`src/rtl/dabist_pkg.sv`:
```
package dabist_pkg;

   typedef enum logic [2:0] {
      ST_IDLE = 3'd0,
      ST_INIT = 3'd1,
      ST_RUN  = 3'd2,
      ST_CMP  = 3'd3,
      ST_DONE = 3'd4
   } seq_state_e;

   localparam int unsigned DEF_SIG_W      = 16;
   localparam int unsigned DEF_N_UNITS    = 2;
   localparam int unsigned DEF_RUN_CYCLES = 324;

endpackage

```
`src/rtl/dabist_run_cnt.sv`:
```
module dabist_run_cnt #(
   parameter int unsigned RUN_CYCLES = 324
) (
   input  logic clk,
   input  logic rst_n,
   input  logic clr,
   input  logic adv,
   output logic last
);
   localparam int unsigned CW = (RUN_CYCLES > 2) ? $clog2(RUN_CYCLES) : 1;
   localparam logic [CW-1:0] LAST_V = CW'(RUN_CYCLES - 1);

   generate
      if (RUN_CYCLES < 2) begin : g_bad_len
         $error("RUN_CYCLES must be at least 2");
      end
   endgenerate

   logic [CW-1:0] cnt_q;

   always_ff @(posedge clk or negedge rst_n) begin
      if (!rst_n) begin
         cnt_q <= '0;
      end else if (clr) begin
         cnt_q <= '0;
      end else if (adv && (cnt_q != LAST_V)) begin
         cnt_q <= cnt_q + CW'(1);
      end
   end

   assign last = adv && (cnt_q == LAST_V);

   AST_CNT_RANGE: assert property (@(posedge clk) disable iff (!rst_n)
      cnt_q <= LAST_V);
   AST_CLR_ZERO: assert property (@(posedge clk) disable iff (!rst_n)
      clr |=> (cnt_q == '0));

endmodule

```
`src/rtl/dabist_sig_cmp.sv`:
```
module dabist_sig_cmp #(
   parameter int unsigned       N_UNITS = 2,
   parameter int unsigned       SIG_W   = 16,
   parameter logic [SIG_W-1:0]  EXP_SIG = 16'h5C84
) (
   input  logic [N_UNITS*SIG_W-1:0] sig_bus,
   output logic                     mismatch
);
   generate
      if (N_UNITS < 1) begin : g_bad_units
         $error("N_UNITS must be at least 1");
      end
      if (SIG_W < 2) begin : g_bad_width
         $error("SIG_W must be at least 2");
      end
   endgenerate

   logic [N_UNITS-1:0] lane_bad;

   generate
      for (genvar g = 0; g < N_UNITS; g++) begin : g_lane
         assign lane_bad[g] = (sig_bus[g*SIG_W +: SIG_W] != EXP_SIG);
      end
   endgenerate

   assign mismatch = |lane_bad;

endmodule

```
`src/rtl/dabist_fsm.sv`:
```
module dabist_fsm
   import dabist_pkg::*;
(
   input  logic       clk,
   input  logic       rst_n,
   input  logic       testmode,
   input  logic       run_last,
   input  logic       mismatch,
   output seq_state_e state,
   output logic       test_done,
   output logic       test_report
);
   seq_state_e state_q, state_d;
   logic       done_q, rep_q;

   always_comb begin
      state_d = state_q;
      unique case (state_q)
         ST_IDLE: state_d = testmode ? ST_INIT : ST_IDLE;
         ST_INIT: state_d = testmode ? ST_RUN  : ST_IDLE;
         ST_RUN : begin
            if (!testmode)     state_d = ST_IDLE;
            else if (run_last) state_d = ST_CMP;
            else               state_d = ST_RUN;
         end
         ST_CMP : state_d = testmode ? ST_DONE : ST_IDLE;
         ST_DONE: state_d = testmode ? ST_DONE : ST_IDLE;
         default: state_d = ST_IDLE;
      endcase
   end

   always_ff @(posedge clk or negedge rst_n) begin
      if (!rst_n) begin
         state_q <= ST_IDLE;
         done_q  <= 1'b0;
         rep_q   <= 1'b0;
      end else begin
         state_q <= state_d;
         if (!testmode) begin
            done_q <= 1'b0;
            rep_q  <= 1'b0;
         end else if (state_q == ST_CMP) begin
            done_q <= 1'b1;
            rep_q  <= mismatch;
         end
      end
   end

   assign state       = state_q;
   assign test_done   = done_q;
   assign test_report = rep_q;

   AST_ENTER_INIT: assert property (@(posedge clk) disable iff (!rst_n)
      (state_q == ST_IDLE && testmode) |=> (state_q == ST_INIT));
   AST_INIT_ONCE: assert property (@(posedge clk) disable iff (!rst_n)
      (state_q == ST_INIT) |=> (state_q != ST_INIT));
   AST_DONE_SRC: assert property (@(posedge clk) disable iff (!rst_n)
      $rose(test_done) |-> ($past(state_q) == ST_CMP));
   AST_REPORT_SRC: assert property (@(posedge clk) disable iff (!rst_n)
      $rose(test_done) |-> (test_report == $past(mismatch)));
   AST_HOLD: assert property (@(posedge clk) disable iff (!rst_n)
      (test_done && testmode) |=> (test_done && $stable(test_report)));
   AST_RELEASE: assert property (@(posedge clk) disable iff (!rst_n)
      (test_done && !testmode) |=> (!test_done && state_q == ST_IDLE));
   AST_ABORT: assert property (@(posedge clk) disable iff (!rst_n)
      (state_q != ST_IDLE && !testmode) |=> (state_q == ST_IDLE && !test_done));
   AST_REPORT_GATED: assert property (@(posedge clk) disable iff (!rst_n)
      !test_done |-> !test_report);

endmodule

```
`src/rtl/dual_adder_bist_ctrl.sv`:
```
module dual_adder_bist_ctrl
   import dabist_pkg::*;
#(
   parameter int unsigned            SIG_W      = DEF_SIG_W,
   parameter int unsigned            N_UNITS    = DEF_N_UNITS,
   parameter int unsigned            RUN_CYCLES = DEF_RUN_CYCLES,
   parameter logic [SIG_W-1:0]       EXP_SIG    = 16'h5C84
) (
   input  logic                     clk,
   input  logic                     rst_n,
   input  logic                     testmode,
   input  logic [N_UNITS*SIG_W-1:0] sig_bus,
   output logic                     test_sel,
   output logic                     gen_load,
   output logic                     gen_en,
   output logic                     misr_clr,
   output logic                     misr_en,
   output logic                     test_done,
   output logic                     test_report
);
   seq_state_e st;
   logic       run_last;
   logic       mismatch;
   logic       in_init, in_run;

   assign in_init = (st == ST_INIT);
   assign in_run  = (st == ST_RUN);

   dabist_run_cnt #(
      .RUN_CYCLES(RUN_CYCLES)
   ) u_cnt (
      .clk  (clk),
      .rst_n(rst_n),
      .clr  (in_init),
      .adv  (in_run),
      .last (run_last)
   );

   dabist_sig_cmp #(
      .N_UNITS(N_UNITS),
      .SIG_W  (SIG_W),
      .EXP_SIG(EXP_SIG)
   ) u_cmp (
      .sig_bus (sig_bus),
      .mismatch(mismatch)
   );

   dabist_fsm u_fsm (
      .clk        (clk),
      .rst_n      (rst_n),
      .testmode   (testmode),
      .run_last   (run_last),
      .mismatch   (mismatch),
      .state      (st),
      .test_done  (test_done),
      .test_report(test_report)
   );

   assign test_sel = (st != ST_IDLE);
   assign gen_load = in_init;
   assign misr_clr = in_init;
   assign gen_en   = in_run;
   assign misr_en  = in_run;

   AST_IDLE_QUIET: assert property (@(posedge clk) disable iff (!rst_n)
      (!testmode && !test_sel) |=> (!test_sel && !gen_en && !misr_en));
   AST_RUN_AFTER_INIT: assert property (@(posedge clk) disable iff (!rst_n)
      (misr_clr && testmode) |=> (gen_en && misr_en && test_sel));

endmodule

```
`config.mk`:
```
export PLATFORM = sky130hd
export DESIGN_NAME = dual_adder_bist_ctrl
export DESIGN_NICKNAME = d
export VERILOG_FILES = /design/src/rtl/dabist_pkg.sv /design/src/rtl/dabist_run_cnt.sv /design/src/rtl/dabist_sig_cmp.sv /design/src/rtl/dabist_fsm.sv /design/src/rtl/dual_adder_bist_ctrl.sv
export SDC_FILE = /design/constraint.sdc
export NUM_CORES = 1
export LEC_CHECK = 0
export CORE_MARGIN = 3
export CORE_UTILIZATION = 35
export DETAILED_ROUTE_END_ITERATION = 10
export PLACE_DENSITY = 0.72
export SYNTH_ARGS = -nofsm -noshare
export SYNTH_HDL_FRONTEND = slang
export SYNTH_SLANG_ARGS = --single-unit
export TNS_END_PERCENT = 10
```
`constraint.sdc`:
```
create_clock -name clk -period 1.5 [get_ports clk]
set_input_delay 0.3 -clock clk [delete_from_list [all_inputs] [get_ports clk]]
set_output_delay 0.3 -clock clk [all_outputs]
set_load 0.01 [all_outputs]
```
==> results.yml, run 1 <==
setup_path:
  path_max_fanout: 5
  path_class: "reg2reg"
  crit_path_max_incr_delay_ns: 0.48
  crit_path_start_kind: "register"
  crit_chain: "or3b_4 -> buf_6 -> or4_4 -> a21oi_2"
  path_buf_inv: 1
  cp.required_ns: 1.71
  crit_family: "simple AND/OR/NAND/NOR gates"
  crit_arrival_ns: 1.90
  cp-end-kind: "register"
  crit_slowest_cell: "or4_4"
sta:
  worst_pin_slew_ns: 0.6083
  fin_setup_tns_ns: -1.400
  period_share_pct: 112.9
  skew_ns: 0.006731
  slew_headroom_pct: 59.34
  hold_viol: 0
  setup_violations: 14
  grt_setup_unrepaired: "yes"
  fmaxAchievable_ghz: 0.5907
  period_needed_ns: 1.693
  fin_ws_ns: -0.1928
  maxSlewViolCount: 0
cts:
  cts_buffers: 3
  htree_levels: 1
  cts_tree: "built"
  clk_pin_slew_ns: 0.09
  cts.sinks: 14
  cts-root-buf: "clkbuf_4"
  clock_path_buffers: 2
  insertion_delay_ns: 0.28
routing:
  postRouteAntennaNets: 0
  routedWlPerCell_um: 15.13
  drtPass1Iterations: 4
  wirelength_mm: 2.557
  via_count: 939
  drc: 0
  first_iter_violations: 19
  via_per_inst: 5.556
layout:
  fin_util_pct: 69.52
  drive_gt1_share_pct: 27.46
  area_delta_synth_final_pct: 76.97
  nets: 179
  fill_cells: 165
  diodes: 0
  stdcell_area_mm2: 0.001461
die:
  std_cell_rows: 16
  io_pins: 42
  dieArea_mm2: 0.002978
  coreArea_mm2: 0.002102
  initial_core_util_pct: 39.29
  die_w_um: 54.58
  die-height_um: 54.58
grt:
  grt.overflow.total: 0
  grt_pass1_wl_mm: 4.057
  track_usage_pct: 19.48
  antenna_found_initial: 0
  grt_pass1_vias: 935
  grt_max_degree: 15
synthesis:
  synth-seq-cells: 14
  synth_edf_count: 0
  synth-seq-area-share_pct: 42.42
  synth_area_um2: 825.8
  yosysWarnings: 0
  synth_fp_nets: 120
  syn_inst: 84
  synth_cell_type_count: 29
  async_flop_share_pct: 100.0
  ys.flop_type: "dfrtp_1"
  avgSynthCellArea_um2: 9.831
run:
  drv_cap: 0
pwr:
  p_per_area_mw_per_mm2: 1028
  max-vdd-ir-drop_mv: 0.7712
  p_leak_nw: 0.6167
  power_mw: 1.502
placement:
  gp_congestion: 0.8521
  place_area_mm2: 0.001339
  place_ws_ns: -0.3257
  hpwl_mm: 1.946
  placement.io_buffers: 41
status:
  failed_checks: "negative setup slack"
  outcome: "finished with violations"
hold_path:
  worstHoldPathType: "in2async"
==> logic make-up (layout without fill, tap and decap cells) <==
| kind of cell | after synthesis | after routing | synth area share (%) |
|---|---|---|---|
| buf+inv | 7 | 65 | 4.241 |
| compound gates | 20 | 20 | 15.45 |
| xor+xnor | 1 | 1 | 1.061 |
| flops | 14 | 14 | 42.42 |
| mux | 3 | 3 | 3.637 |
| simple gates | 38 | 38 | 31.67 |
| fa+ha+maj | 1 | 1 | 1.515 |
==> worst reg2reg max path, delay by kind of cell (launching register included) <==
family                 cells  cell delay, ns
AND/OR/NAND/NOR            2            0.91
AO/OA/AOI/OAI              1            0.15
buffers and inverters      1            0.15
flip-flops                 1            0.41
==> metrics by stage <==
step	cells	hold slack [ns]
after floorplan	84	0.004409
after global placement	160	0.4861
final	169	0.3094
after CTS	169	0.3099
after global routing	169	0.3101
after detailed placement	160	0.4868
==> routing by layer <==
metal,wire length (um),vias up,global-route usage (%)
met3,224,9,5.450
met1,870,437,19.90
met4,66,0,10.37
met5,0,-,0
li1,-,437,-
met2,1395,56,35.46
==> area by class of cell <==
| cell class | count | area [um^2] | area share (%) |
|---|---|---|---|
| Tap cell | 27 | 33.78 | 2.312 |
| Sequential cell | 14 | 350.3 | 23.97 |
| Clock buffer | 4 | 36.28 | 2.483 |
| Multi-Input combinational cell | 63 | 499.2 | 34.16 |
| Timing Repair Buffer | 57 | 524.3 | 35.87 |
| Inverter | 4 | 17.52 | 1.199 |
==> placed cells by master (no fill, tap or decap), types with 2 or more instances in the layout <==
master / n
a21oi_1: 4
a21oi_2: 5
and4_1: 2
buf_2: 4
buf_4: 13
buf_6: 4
clkbuf_4: 3
clkdlybuf4s50_1: 34
dfrtp_1: 14
inv_1: 3
mux2i_1: 3
nand2_1: 7
nand3_1: 4
nor2_1: 2
nor4b_1: 4
nor4bb_1: 4
o21ai_0: 4
o31ai_1: 2
or3_1: 3
or3b_4: 2
or4_4: 2
==> where the power goes <==
part / leakage (nW) / internal (mW) / switching (mW)
sequential: 0.191 / 0.435 / 0.0459
clock: 0.0210 / 0.148 / 0.123
combinational: 0.404 / 0.419 / 0.331
total: 0.617 / 1.00 / 0.499
==> cells in the mapped netlist, types with 2 or more instances <==
| cell type | n | area, um^2 |
|---|---|---|
| nand2_1 | 7 | 26.28 |
| or4_1 | 3 | 22.52 |
| o21ai_0 | 4 | 20.02 |
| dfrtp_1 | 14 | 350.3 |
| nor4b_1 | 5 | 43.79 |
| o31ai_1 | 3 | 22.52 |
| nand3_1 | 4 | 20.02 |
| or3_1 | 3 | 18.77 |
| nor2_1 | 2 | 7.510 |
| and4_1 | 2 | 17.52 |
| mux2i_1 | 3 | 30.03 |
| a21oi_1 | 9 | 45.04 |
| nor4bb_1 | 5 | 50.05 |
| buf_4 | 2 | 15.01 |
| inv_1 | 4 | 15.01 |
==> flip-flops by register name, indices dropped and copies added, names as in the netlist <==
| signal | cells |
|---|---|
| u_fsm.state | 3 |
| u_cnt.cnt_q | 9 |
| u_fsm.test_report | 1 |
| u_fsm.test_done | 1 |
==> final timing paths <==
| check | from | to | slack, ns | cells past startpoint |
|---|---|---|---|---|
| hold reg to reg | u_fsm.test_done$_DFFE_PN0P_ | u_fsm.test_done$_DFFE_PN0P_ | 0.50 | 1 |
| min in group clk | u_fsm.test_done$_DFFE_PN0P_ | u_fsm.test_done$_DFFE_PN0P_ | 0.50 | 1 |
| hold / removal | rst_n | u_cnt.cnt_q[6]$_DFFE_PN0P_ | 0.31 | 2 |
| max in group asynchronous | rst_n | u_cnt.cnt_q[5]$_DFFE_PN0P_ | 1.02 | 2 |
| setup / recovery | u_fsm.state[2]$_DFF_PN0_ | u_cnt.cnt_q[5]$_DFFE_PN0P_ | -0.19 | 4 |
| setup reg to reg | u_fsm.state[2]$_DFF_PN0_ | u_cnt.cnt_q[5]$_DFFE_PN0P_ | -0.19 | 4 |
==> timing repair <==
| item | in CTS | in global routing |
|---|---|---|
| hold buffers | 0 | 0 |
| setup buffers | 4 | 0 |
| gates cloned | 1 | 0 |
| resized for setup | 31 | 7 |
| pin swaps | 12 | 0 |
| endpoints found under the setup margin | 15 | 16 |
(Power assumes the default switching activity.)
==> inputs of run 2 (changes only) <==
==> constraint.sdc (replaced) <==
create_clock -name clk -period 1.5 [get_ports clk]
set_input_delay 0.225 -clock clk [delete_from_list [all_inputs] [get_ports clk]]
set_output_delay 0.225 -clock clk [all_outputs]
set_load 0.01 [all_outputs]
==> results.yml, run 2 (synthesis gave the netlist of run 1 again) <==
status:
  outcome: "finished with violations"
  failed_checks: "negative setup slack"
layout:
  multi_input_area_um2: 484.2
  regMostFlops: "u_cnt.cnt_q"
  drive_gt1_share_pct: 25.53
  seqCellArea_um2: 350.3
  mostFrequentLayoutCells: "clkdlybuf4s50_1 (36), buf_4 (14), dfrtp_1 (14), nand2_1 (7)"
  nets: 178
  layout_commonest_cell: "clkdlybuf4s50_1"
  final_cells: 168
  stdcell_area_mm2: 0.001436
  fill_cells: 187
  largest_register_ffs: 9
  diodes: 0
  area_delta_synth_final_pct: 73.94
placement:
  hpwl_mm: 1.851
  place_inst: 162
  gp_congestion: 0.8044
  placement.io_buffers: 41
  place_area_mm2: 0.001354
routing:
  via_per_inst: 5.298
  wirelength_mm: 2.315
  postRouteAntennaNets: 0
  drtPass1Iterations: 4
  routedWlPerCell_um: 13.78
  drc: 0
  first_iter_violations: 1
  via_count: 890
run:
  drv_cap: 0
sta:
  grt_setup_unrepaired: "yes"
  slew_headroom_pct: 62.46
  setup_violations: 9
  fmaxAchievable_ghz: 0.6267
  period_share_pct: 106.4
  maxSlewViolCount: 0
  skew_ns: 0.0009007
  period_needed_ns: 1.596
  fin_ws_ns: -0.09564
  fin_setup_tns_ns: -0.4147
  worst_pin_slew_ns: 0.5617
  hold_viol: 0
cts:
  clock_path_buffers: 2
  htree_levels: 1
  cts.sinks: 14
  clk_pin_slew_ns: 0.09
  ctsHoldBuffers: 0
  cts_tree: "built"
  cts-root-buf: "clkbuf_4"
  cts_buffers: 3
  insertion_delay_ns: 0.29
setup_path:
  cp.required_ns: 1.73
  path_max_fanout: 7
  crit_arrival_ns: 1.82
  crit_path_max_incr_delay_ns: 0.53
  crit_slowest_cell: "or4_4"
  crit_path_start_kind: "register"
  path_class: "reg2reg"
  cp-end-kind: "register"
  crit_chain: "or3b_4 -> or4_4 -> a21oi_2"
grt:
  grt_util_met3_pct: 5.450
  grt.overflow.total: 0
  met1_usage_pct: 19.77
  antenna_found_initial: 0
  grt_max_degree: 15
  grtUsageMet2_pct: 28.69
  grt_pass1_vias: 805
  grt_pass1_wl_mm: 3.539
  track_usage_pct: 17.26
  top_usage_layer: "met2"
die:
  coreArea_mm2: 0.002102
  die-height_um: 54.58
  dieArea_mm2: 0.002978
  die_w_um: 54.58
  initial_core_util_pct: 39.29
  std_cell_rows: 16
  io_pins: 42
pwr:
  p_leak_nw: 0.5860
  p_per_area_mw_per_mm2: 1040
  max-vdd-ir-drop_mv: 0.9509
  power_mw: 1.494
hold_path:
  worstHoldPathType: "in2async"
run 2: worst paths after layout:
kind	startpoint	end	slack, ns	depth (start not counted)
max	u_fsm.state[0]$_DFF_PN0_	u_cnt.cnt_q[7]$_DFFE_PN0P_	-0.1	3
min	rst_n	u_cnt.cnt_q[6]$_DFFE_PN0P_	0.24	2
max reg2reg	u_fsm.state[0]$_DFF_PN0_	u_cnt.cnt_q[7]$_DFFE_PN0P_	-0.1	3
min reg2reg	u_fsm.test_done$_DFFE_PN0P_	u_fsm.test_done$_DFFE_PN0P_	0.51	1
max in group asynchronous	rst_n	u_cnt.cnt_q[2]$_DFFE_PN0P_	1.09	2
min in group clk	u_fsm.test_done$_DFFE_PN0P_	u_fsm.test_done$_DFFE_PN0P_	0.51	1
run 2: cell type report:
type / instances / area share (%)
multi-input cells: 63 / 33.71
repair buffers: 56 / 35.80
well taps: 27 / 2.352
clock buffers: 4 / 2.526
flip-flops and latches: 14 / 24.39
inverters: 4 / 1.220
run 2: where the power goes:
group,total (mW),switching [mW],internal [mW]
registers,0.475,0.0404,0.435
logic,0.737,0.322,0.416
clock network,0.281,0.133,0.148
total,1.49,0.495,0.999
run 2: through the flow:
stage / hold WS, ns / worst slack [ns] / utilization, %
detailed placement: 0.4953 / -0.2084 / 64.40
floorplan: -0.07059 / -0.03098 / -
finish: 0.2386 / -0.09564 / 68.33
CTS: 0.2424 / -0.07845 / 67.08
global placement: 0.4828 / -0.1953 / 64.40
global route: 0.2407 / -0.1348 / 68.33
run 2: repair_timing:
item	4_1_cts	5_1_grt
pin swaps	9	3
gates cloned	0	0
gates resized for setup	29	5
setup endpoints to repair	14	14
buffers inserted	1	1
hold endpoints to repair	0	0
run 2: worst max-delay path: cells and delay by family (launching register included):
family | cells | cell delay (ns)
simple gates | 2 | 0.98
flops | 1 | 0.41
compound gates | 1 | 0.14
run 2: routing by layer:
metal  routed length, um  vias up  part of all wire [%]
met3                 109        4                   4.7
met1                 945      420                    41
li1                    -      441                     -
met2                1210       25                    52
met5                   0        -                     0
met4                  50        0                   2.2
